$ cat src/rtl/sic_pkg.sv
package sic_pkg;

   // Word indices; software depends on these positions.
   localparam int unsigned IDX_STATUS   = 0;
   localparam int unsigned IDX_RAW      = 1;
   localparam int unsigned IDX_EN_SET   = 2;
   localparam int unsigned IDX_EN_CLR   = 3;
   localparam int unsigned IDX_SOFT_SET = 4;
   localparam int unsigned IDX_SOFT_CLR = 5;
   localparam int unsigned IDX_RT_SET   = 8;
   localparam int unsigned IDX_RT_CLR   = 9;

   localparam int unsigned MAX_LINES = 256;

   // Contiguous bit band [lo, hi] as a wide mask.
   function automatic logic [MAX_LINES-1:0] band_mask(int unsigned lo, int unsigned hi);
      logic [MAX_LINES-1:0] m;
      m = '0;
      for (int unsigned b = 0; b < MAX_LINES; b++) begin
         if (b >= lo && b <= hi) m[b] = 1'b1;
      end
      return m;
   endfunction

endpackage

$ cat src/rtl/sic_level_latch.sv
module sic_level_latch #(
   parameter int unsigned N = 32
) (
   input  logic         clk,
   input  logic         rst,
   input  logic [N-1:0] irq_in,
   output logic [N-1:0] raw_q
);

   always_ff @(posedge clk) begin
      if (rst) raw_q <= '0;
      else     raw_q <= irq_in;
   end

endmodule

$ cat src/rtl/sic_regs.sv
module sic_regs
   import sic_pkg::*;
#(
   parameter int unsigned N     = 32,
   parameter int unsigned DW    = 32,
   parameter int unsigned AW    = 12,
   parameter int unsigned RT_LO = 21,
   parameter int unsigned RT_HI = 30
) (
   input  logic          clk,
   input  logic          rst,
   input  logic          bus_valid,
   input  logic          bus_write,
   input  logic [AW-1:0] bus_addr,
   input  logic [DW-1:0] bus_wdata,
   input  logic [N-1:0]  raw_q,
   output logic [DW-1:0] bus_rdata,
   output logic [N-1:0]  en_q,
   output logic [N-1:0]  rt_q
);

   localparam int unsigned IW = AW - 2;
   localparam logic [N-1:0] RT_MASK = N'(band_mask(RT_LO, RT_HI));

   if (N > DW) begin : g_chk_width
      $error("sic_regs: line count exceeds data width");
   end
   if (IW < 4) begin : g_chk_addr
      $error("sic_regs: address window too small for register set");
   end

   logic [IW-1:0] idx;
   logic [N-1:0]  wbits;
   logic          wr_nonzero;
   logic          do_wr;
   logic          do_rd;
   logic          unused_lsb;

   assign idx        = bus_addr[AW-1:2];
   assign wbits      = bus_wdata[N-1:0];
   assign wr_nonzero = |bus_wdata;
   assign do_wr      = bus_valid & bus_write;
   assign do_rd      = bus_valid & ~bus_write;
   assign unused_lsb = ^bus_addr[1:0];

   logic [N-1:0] en_d;
   logic [N-1:0] rt_d;

   always_comb begin
      en_d = en_q;
      rt_d = rt_q;
      if (do_wr) begin
         case (idx)
            IW'(IDX_EN_SET):   en_d = en_q | wbits;
            IW'(IDX_EN_CLR):   en_d = en_q & ~wbits;
            IW'(IDX_SOFT_SET): if (wr_nonzero) en_d[0] = 1'b1;
            IW'(IDX_SOFT_CLR): if (wr_nonzero) en_d[0] = 1'b0;
            IW'(IDX_RT_SET):   rt_d = rt_q | (wbits & RT_MASK);
            IW'(IDX_RT_CLR):   rt_d = rt_q & ~wbits;
            default: ;
         endcase
      end
   end

   always_ff @(posedge clk) begin
      if (rst) begin
         en_q <= '0;
         rt_q <= '0;
      end else begin
         en_q <= en_d;
         rt_q <= rt_d;
      end
   end

   always_comb begin
      bus_rdata = '0;
      if (do_rd) begin
         case (idx)
            IW'(IDX_STATUS):   bus_rdata = DW'(raw_q & en_q);
            IW'(IDX_RAW):      bus_rdata = DW'(raw_q);
            IW'(IDX_EN_SET):   bus_rdata = DW'(en_q);
            IW'(IDX_SOFT_SET): bus_rdata = DW'(raw_q[0]);
            IW'(IDX_RT_SET):   bus_rdata = DW'(rt_q);
            default:           bus_rdata = '0;
         endcase
      end
   end

endmodule

$ cat src/rtl/sic_out_stage.sv
module sic_out_stage #(
   parameter int unsigned N        = 32,
   parameter int unsigned RT_LO    = 21,
   parameter int unsigned RT_HI    = 30,
   parameter int unsigned SUM_LINE = 31
) (
   input  logic         clk,
   input  logic         rst,
   input  logic [N-1:0] raw_q,
   input  logic [N-1:0] en_q,
   input  logic [N-1:0] rt_q,
   output logic [N-1:0] irq_out
);

   logic any_pending;
   logic unused_rt;

   assign any_pending = |(raw_q & en_q);
   assign unused_rt   = ^rt_q;

   for (genvar i = 0; i < int'(N); i++) begin : g_line
      if (i == int'(SUM_LINE)) begin : g_sum
         logic q;
         always_ff @(posedge clk) begin
            if (rst) q <= 1'b0;
            else     q <= any_pending;
         end
         assign irq_out[i] = q;
      end else if (i >= int'(RT_LO) && i <= int'(RT_HI)) begin : g_route
         logic q;
         always_ff @(posedge clk) begin
            if (rst) q <= 1'b0;
            else     q <= raw_q[i] & rt_q[i];
         end
         assign irq_out[i] = q;
      end else begin : g_tie
         assign irq_out[i] = 1'b0;
      end
   end

endmodule

$ cat src/rtl/sic_top.sv
module sic_top #(
   parameter int unsigned N        = 32,
   parameter int unsigned DW       = 32,
   parameter int unsigned AW       = 12,
   parameter int unsigned RT_LO    = 21,
   parameter int unsigned RT_HI    = 30,
   parameter int unsigned SUM_LINE = N - 1
) (
   input  logic          clk,
   input  logic          rst,
   input  logic [N-1:0]  irq_in,
   input  logic          bus_valid,
   input  logic          bus_write,
   input  logic [AW-1:0] bus_addr,
   input  logic [DW-1:0] bus_wdata,
   output logic [DW-1:0] bus_rdata,
   output logic [N-1:0]  irq_out
);

   if (N < 2 || N > sic_pkg::MAX_LINES) begin : g_chk_n
      $error("sic_top: line count out of range");
   end
   if (RT_LO > RT_HI || RT_HI >= N) begin : g_chk_band
      $error("sic_top: routing band outside line range");
   end
   if (SUM_LINE >= N || (SUM_LINE >= RT_LO && SUM_LINE <= RT_HI)) begin : g_chk_sum
      $error("sic_top: summary line misplaced");
   end

   logic [N-1:0] raw_q;
   logic [N-1:0] en_q;
   logic [N-1:0] rt_q;

   sic_level_latch #(.N(N)) u_latch (
      .clk    (clk),
      .rst    (rst),
      .irq_in (irq_in),
      .raw_q  (raw_q)
   );

   sic_regs #(
      .N(N), .DW(DW), .AW(AW), .RT_LO(RT_LO), .RT_HI(RT_HI)
   ) u_regs (
      .clk       (clk),
      .rst       (rst),
      .bus_valid (bus_valid),
      .bus_write (bus_write),
      .bus_addr  (bus_addr),
      .bus_wdata (bus_wdata),
      .raw_q     (raw_q),
      .bus_rdata (bus_rdata),
      .en_q      (en_q),
      .rt_q      (rt_q)
   );

   sic_out_stage #(
      .N(N), .RT_LO(RT_LO), .RT_HI(RT_HI), .SUM_LINE(SUM_LINE)
   ) u_out (
      .clk     (clk),
      .rst     (rst),
      .raw_q   (raw_q),
      .en_q    (en_q),
      .rt_q    (rt_q),
      .irq_out (irq_out)
   );

endmodule

$ cat config.mk
export PLATFORM = sky130hd
export DESIGN_NAME = sic_top
export DESIGN_NICKNAME = d
export VERILOG_FILES = /design/src/rtl/sic_pkg.sv /design/src/rtl/sic_level_latch.sv /design/src/rtl/sic_regs.sv /design/src/rtl/sic_out_stage.sv /design/src/rtl/sic_top.sv
export SDC_FILE = /design/constraint.sdc
export NUM_CORES = 1
export LEC_CHECK = 0
export ABC_AREA = 1
export BUFFER_PORTS_ARGS = -buffer_cell sky130_fd_sc_hd__buf_2
export CAP_MARGIN = 30
export CORE_UTILIZATION = 53
export DETAILED_ROUTE_END_ITERATION = 10
export GPL_TIMING_DRIVEN = 0
export PLACE_DENSITY = 0.84
export SKIP_CTS_REPAIR_TIMING = 1
export SKIP_LAST_GASP = 1
export SYNTH_ARGS = -nofsm -noshare
export SYNTH_HDL_FRONTEND = slang
export SYNTH_SLANG_ARGS = --single-unit
$ cat constraint.sdc
create_clock -name clk -period 1.6 [get_ports clk]
set_input_delay 0.08 -clock clk [delete_from_list [all_inputs] [get_ports clk]]
set_output_delay 0.08 -clock clk [all_outputs]
set_load 0.01 [all_outputs]
; ---- Word-level counts from Yosys, hierarchy flattened
; Index checks and enable logic that the tools add are counted.
; W data, S select, Z words.
[op_classes]
eq_ne = 9
n_bitwise = 19
reduce_logical = 9
n_mux = 7
[op_table]
columns = cell, n
row1 = $pmux W32 S5, 1
row2 = $and A32 B32 Y32, 3
row3 = $pmux W32 S2, 1
row4 = $reduce_or A32 Y1, 2
row5 = $pmux W31 S2, 1
row6 = $mux W32, 1
row7 = $not A32 Y32, 1
row8 = $or A32 B31 Y32, 1
row9 = $or A32 B32 Y32, 1
row10 = $eq A10 B2 Y1 const B, 2
row11 = $eq A10 B3 Y1 const B, 2
row12 = $eq A10 B4 Y1 const B, 2
row13 = $and A1 B1 Y1, 12
row14 = $eq A10 B1 Y1 const B, 1
row15 = $logic_not A10 Y1, 1
row16 = $ne A2 B1 Y1 const B, 2
row17 = $pmux W1 S4, 1
row18 = $reduce_and A2 Y1, 2
row19 = $reduce_and A4 Y1, 1
row20 = $reduce_bool A2 Y1, 2
row21 = $reduce_bool A4 Y1, 1
row22 = $mux W1, 2
row23 = $not A1 Y1, 1
[totals]
register_bits = 107
inputBits = 80
elab_cells = 59
out_inout_bits = 64

; ---- Depth between registers and ports, before layout
[depth]
word_depth = 3
mapped_depth = 11
depth_no_buf = 11

; ---- Modules after synthesis
; Synthesis repeated with hierarchy kept, for this count alone.
[hier_totals]
hier_cells = 834
hier_area_um2 = 5786.8
[modules_own_cells]
columns = mod, cells_each, n_inst, area_per_inst_um2
row1 = sic_regs, 607, 1, 4087.7
row2 = sic_level_latch, 99, 1, 914.6
row3 = sic_out_stage, 128, 1, 784.5

; ---- Worst setup path after synthesis
; OpenSTA, ideal clock, no wires.
[synth_timing]
path_kind = input to output
startpoint = input bus_addr[11]
endpoint = output bus_rdata[13]
path_slack_ns = 0.405
arrival_time_ns = 1.115
n_path_buf = 2
t_required_ns = 1.520
stages = 9
cell_sequence = nor2_1 > nand2_1 > nor2_4 > nand2_1 > buf_4 > buf_2 > o21ai_0 > a21oi_1 > nor2_1
[synth_via]
elab_chain_len = 3
word_cells_on_any_way = 7
cone_classes = eq/ne: 4 / mux: 2 / reduce/logical: 1
[synth_lines]
columns = element, line_no
row1 = from (decl), sic_top.sv:14  ; input logic [AW-1:0] bus_addr,
row2 = $eq A10 B4 Y1 (tied with other cells), sic_regs.sv:78  ; case (idx)
row3 = $pmux W32 S5 (*), sic_regs.sv:78
row4 = $mux W32 (*), sic_regs.sv:77  ; if (do_rd) begin
row5 = to (decl), sic_top.sv:16  ; output logic [DW-1:0] bus_rdata,
; Mark *: on every way between the ends. The rest lies on a longest branch, timed or not.

; ---- Worst setup path in the final report
[layout_timing]
startpoint = input bus_addr[2]
endpoint = output bus_rdata[23]
; Same word-level chain as after synthesis.

==> results_dict.tcl <==
set metrics [dict create \
    htree_num_levels 3 \
    antenna_found_initial 0 \
    p_per_area_nw_per_um2 694 \
    fin_crit_sh_pct 99.7 \
    pwr-share-clk_pct 35.6 \
    synth_area_um2 5490 \
    grt_overflow 0 \
    final_common_cell "inv_1" \
    dpl_worst_slack_ns -0.223 \
    ys_types 28 \
    clockBufferDepth 2 \
    status "complete, but fails checks" \
    path_max_fanout 7 \
    cp-start-kind "primary input" \
    crit_path_start "bus_addr[2]" \
    worstHoldStart "bus_wdata[21]" \
    tritoncts "yes" \
    setup_slack_ns 0.00489 \
    syn_inst 829 \
    die_y_um 104 \
    pwr-share-comb_pct 10.7 \
    grt_pass1_wl_um 25100 \
    start_util_pct 55.4 \
    worst_slew_pin_slew_ns 0.634 \
    grt_pass1_vias 5370 \
    post_drt_wl_per_cell_um 15.4 \
    antenna_left 0 \
    violations "hold timing" \
    via_per_inst 5.29 \
    drc_errors 0 \
    maxCapViolations 0 \
    fin_skew_ns 0.0140 \
    io_buffers 119 \
    setup_viol 0 \
    final_util_pct 74.0 \
    cts.sinks 107 \
    period_needed_ns 1.60 \
    n_antenna_cell 0 \
    yosysWarnings 0 \
    syn_to_final_growth_pct 33.7 \
    netlist.area_leader.share_pct 39.0 \
    hold_slack_ns -0.0265 \
    worstPathRequired_ns 1.52 \
    ir_drop_mv 0.574 \
    setup_tns_ns 0 \
    cts-root-buf "clkbuf_8" \
    cp_slowest_cell "buf_12" \
    pwr-share-seq_pct 53.7 \
    core_area_um2 9910 \
    critical_path_class "in2out" \
    grt_max_degree 20 \
    worstSetupEndpointType "primary output" \
    clock_latency_ns 0.39 \
    grt_usage_pct 29.3 \
    drt-pass1-iter-count 6 \
    drive_above_1_share_pct 24.2 \
    avgSynthCellArea_um2 6.62 \
    p_int_mw 3.75 \
    rows 36 \
    min_path_type "in2reg" \
    holdPathStages 3 \
    final_hold_viol_count 7 \
    die_w_um 104 \
    path_cells "buf_2 -> inv_2 -> nand2_2 -> nor2_4 -> nand2_4 -> clkinv_8 -> nand2_8 -> o21ai_4 -> o21ai_4 -> buf_12 -> buf_6 -> nor2_2 -> buf_2" \
    io_pins 144 \
    slew_viol_final 0 \
    fmax_mhz 627 \
    r2r_setup_slack_ns 0.42 \
    ys_ff_latch 107 \
    ys_top_cells_by_area "dfxtp_1, inv_1, nor2_1" \
    gp_congestion 0.872 \
    drt-initial-drc-count 591 \
    cp.arrival_ns 1.52 \
    yosys.area.top_type "dfxtp_1" \
    leakage_nw 3.43 \
    dieArea_um2 10800 \
    reg2regPathDepth 6 \
    dpl.hpwl_um 11500 \
    r2r_end "u_out.g_line[31].g_sum.q" \
    p_sw_mw 1.34 \
    num_vias 6205 \
    cts_inserted_buffers 9 \
    layout.nets 1115 \
    yosysSeqAreaShare_pct 39.0 \
    max_slew_margin_pct 57.8 \
    p_sw_share_pct 26.4 \
    wirelength_um 18000 \
    layout_common_cells "inv_1, buf_2, nand2_1" \
    rsz0062_at_grt "true" \
    path_clk_slew_ns 0.11 \
    cpPeakStageDelay_ns 0.15 \
    p_total_mw 5.09 \
]
## final cells by class
cell class / instances / area [um2]
sequential: 107 / 2140
timing repair buffer: 175 / 1160
buffer: 68 / 473
inverter: 153 / 587
multi-input combinational: 521 / 2580
tap: 133 / 166
clock inverter: 6 / 81.3
clock buffer: 10 / 138
fill: 776 / 2570
## metal layers
metal	vias up	track usage (%)	share of wire (%)
met5	-	0	0
met4	0	12.9	3.7
met3	71	6.10	10
met2	409	48.0	47
met1	2768	37.2	39
li1	2957	-	-
## how the worst max path moves through the flow
stage | end | cells past startpoint | slack [ns]
6_report | bus_rdata[23] | 13 | 0.005
5_1_grt | bus_rdata[23] | 13 | -0.07
4_1_cts | bus_rdata[19] | 10 | -0.26
3_5_place_dp | bus_rdata[30] | 10 | -0.22
3_3_place_gp | bus_rdata[30] | 10 | -0.20
2_1_floorplan | bus_rdata[13] | 9 | 0.41
## metrics by stage
step | std cells | area [um2]
after global placement | 1101 | 6320
after floorplan | 849 | 5560
after detailed placement | 1101 | 6320
after global routing | 1173 | 7340
final | 1173 | 7340
after CTS | 1117 | 6540
## synth_stat cells (all sizes together)
cell type,number
a21oi,59
a22o,2
buf,50
clkbuf,18
clkinv,1
conb,1
dfxtp,107
inv,152
nand2,126
nand3,38
nand4,6
nor2,143
nor3,13
o211ai,33
o21ai,75
o22ai,5
## power by group through the flow
stage,clock network (mW),logic [mW],registers [mW]
after floorplan,0,0.226,2.78
after CTS,1.80,0.412,2.73
after global placement,0,0.404,2.79
after detailed placement,0,0.411,2.79
final,1.81,0.542,2.73
after global routing,1.91,0.587,2.74
## worst max-delay path, delay by kind of cell
family                 cells  cell delay [ns]
and+or+nand+nor            5             0.51
AOI/OAI and AO/OA          2             0.15
buffers and inverters      6             0.78
## logic make-up after synthesis
kind of cell / Yosys count / synth area share [%]
and+or+nand+nor: 326 / 24.6
buffers and inverters: 221 / 18.2
AOI/OAI and AO/OA: 174 / 18.1
DFF: 107 / 39.0
other: 1 / 0.0683
(Power assumes the default switching activity.)
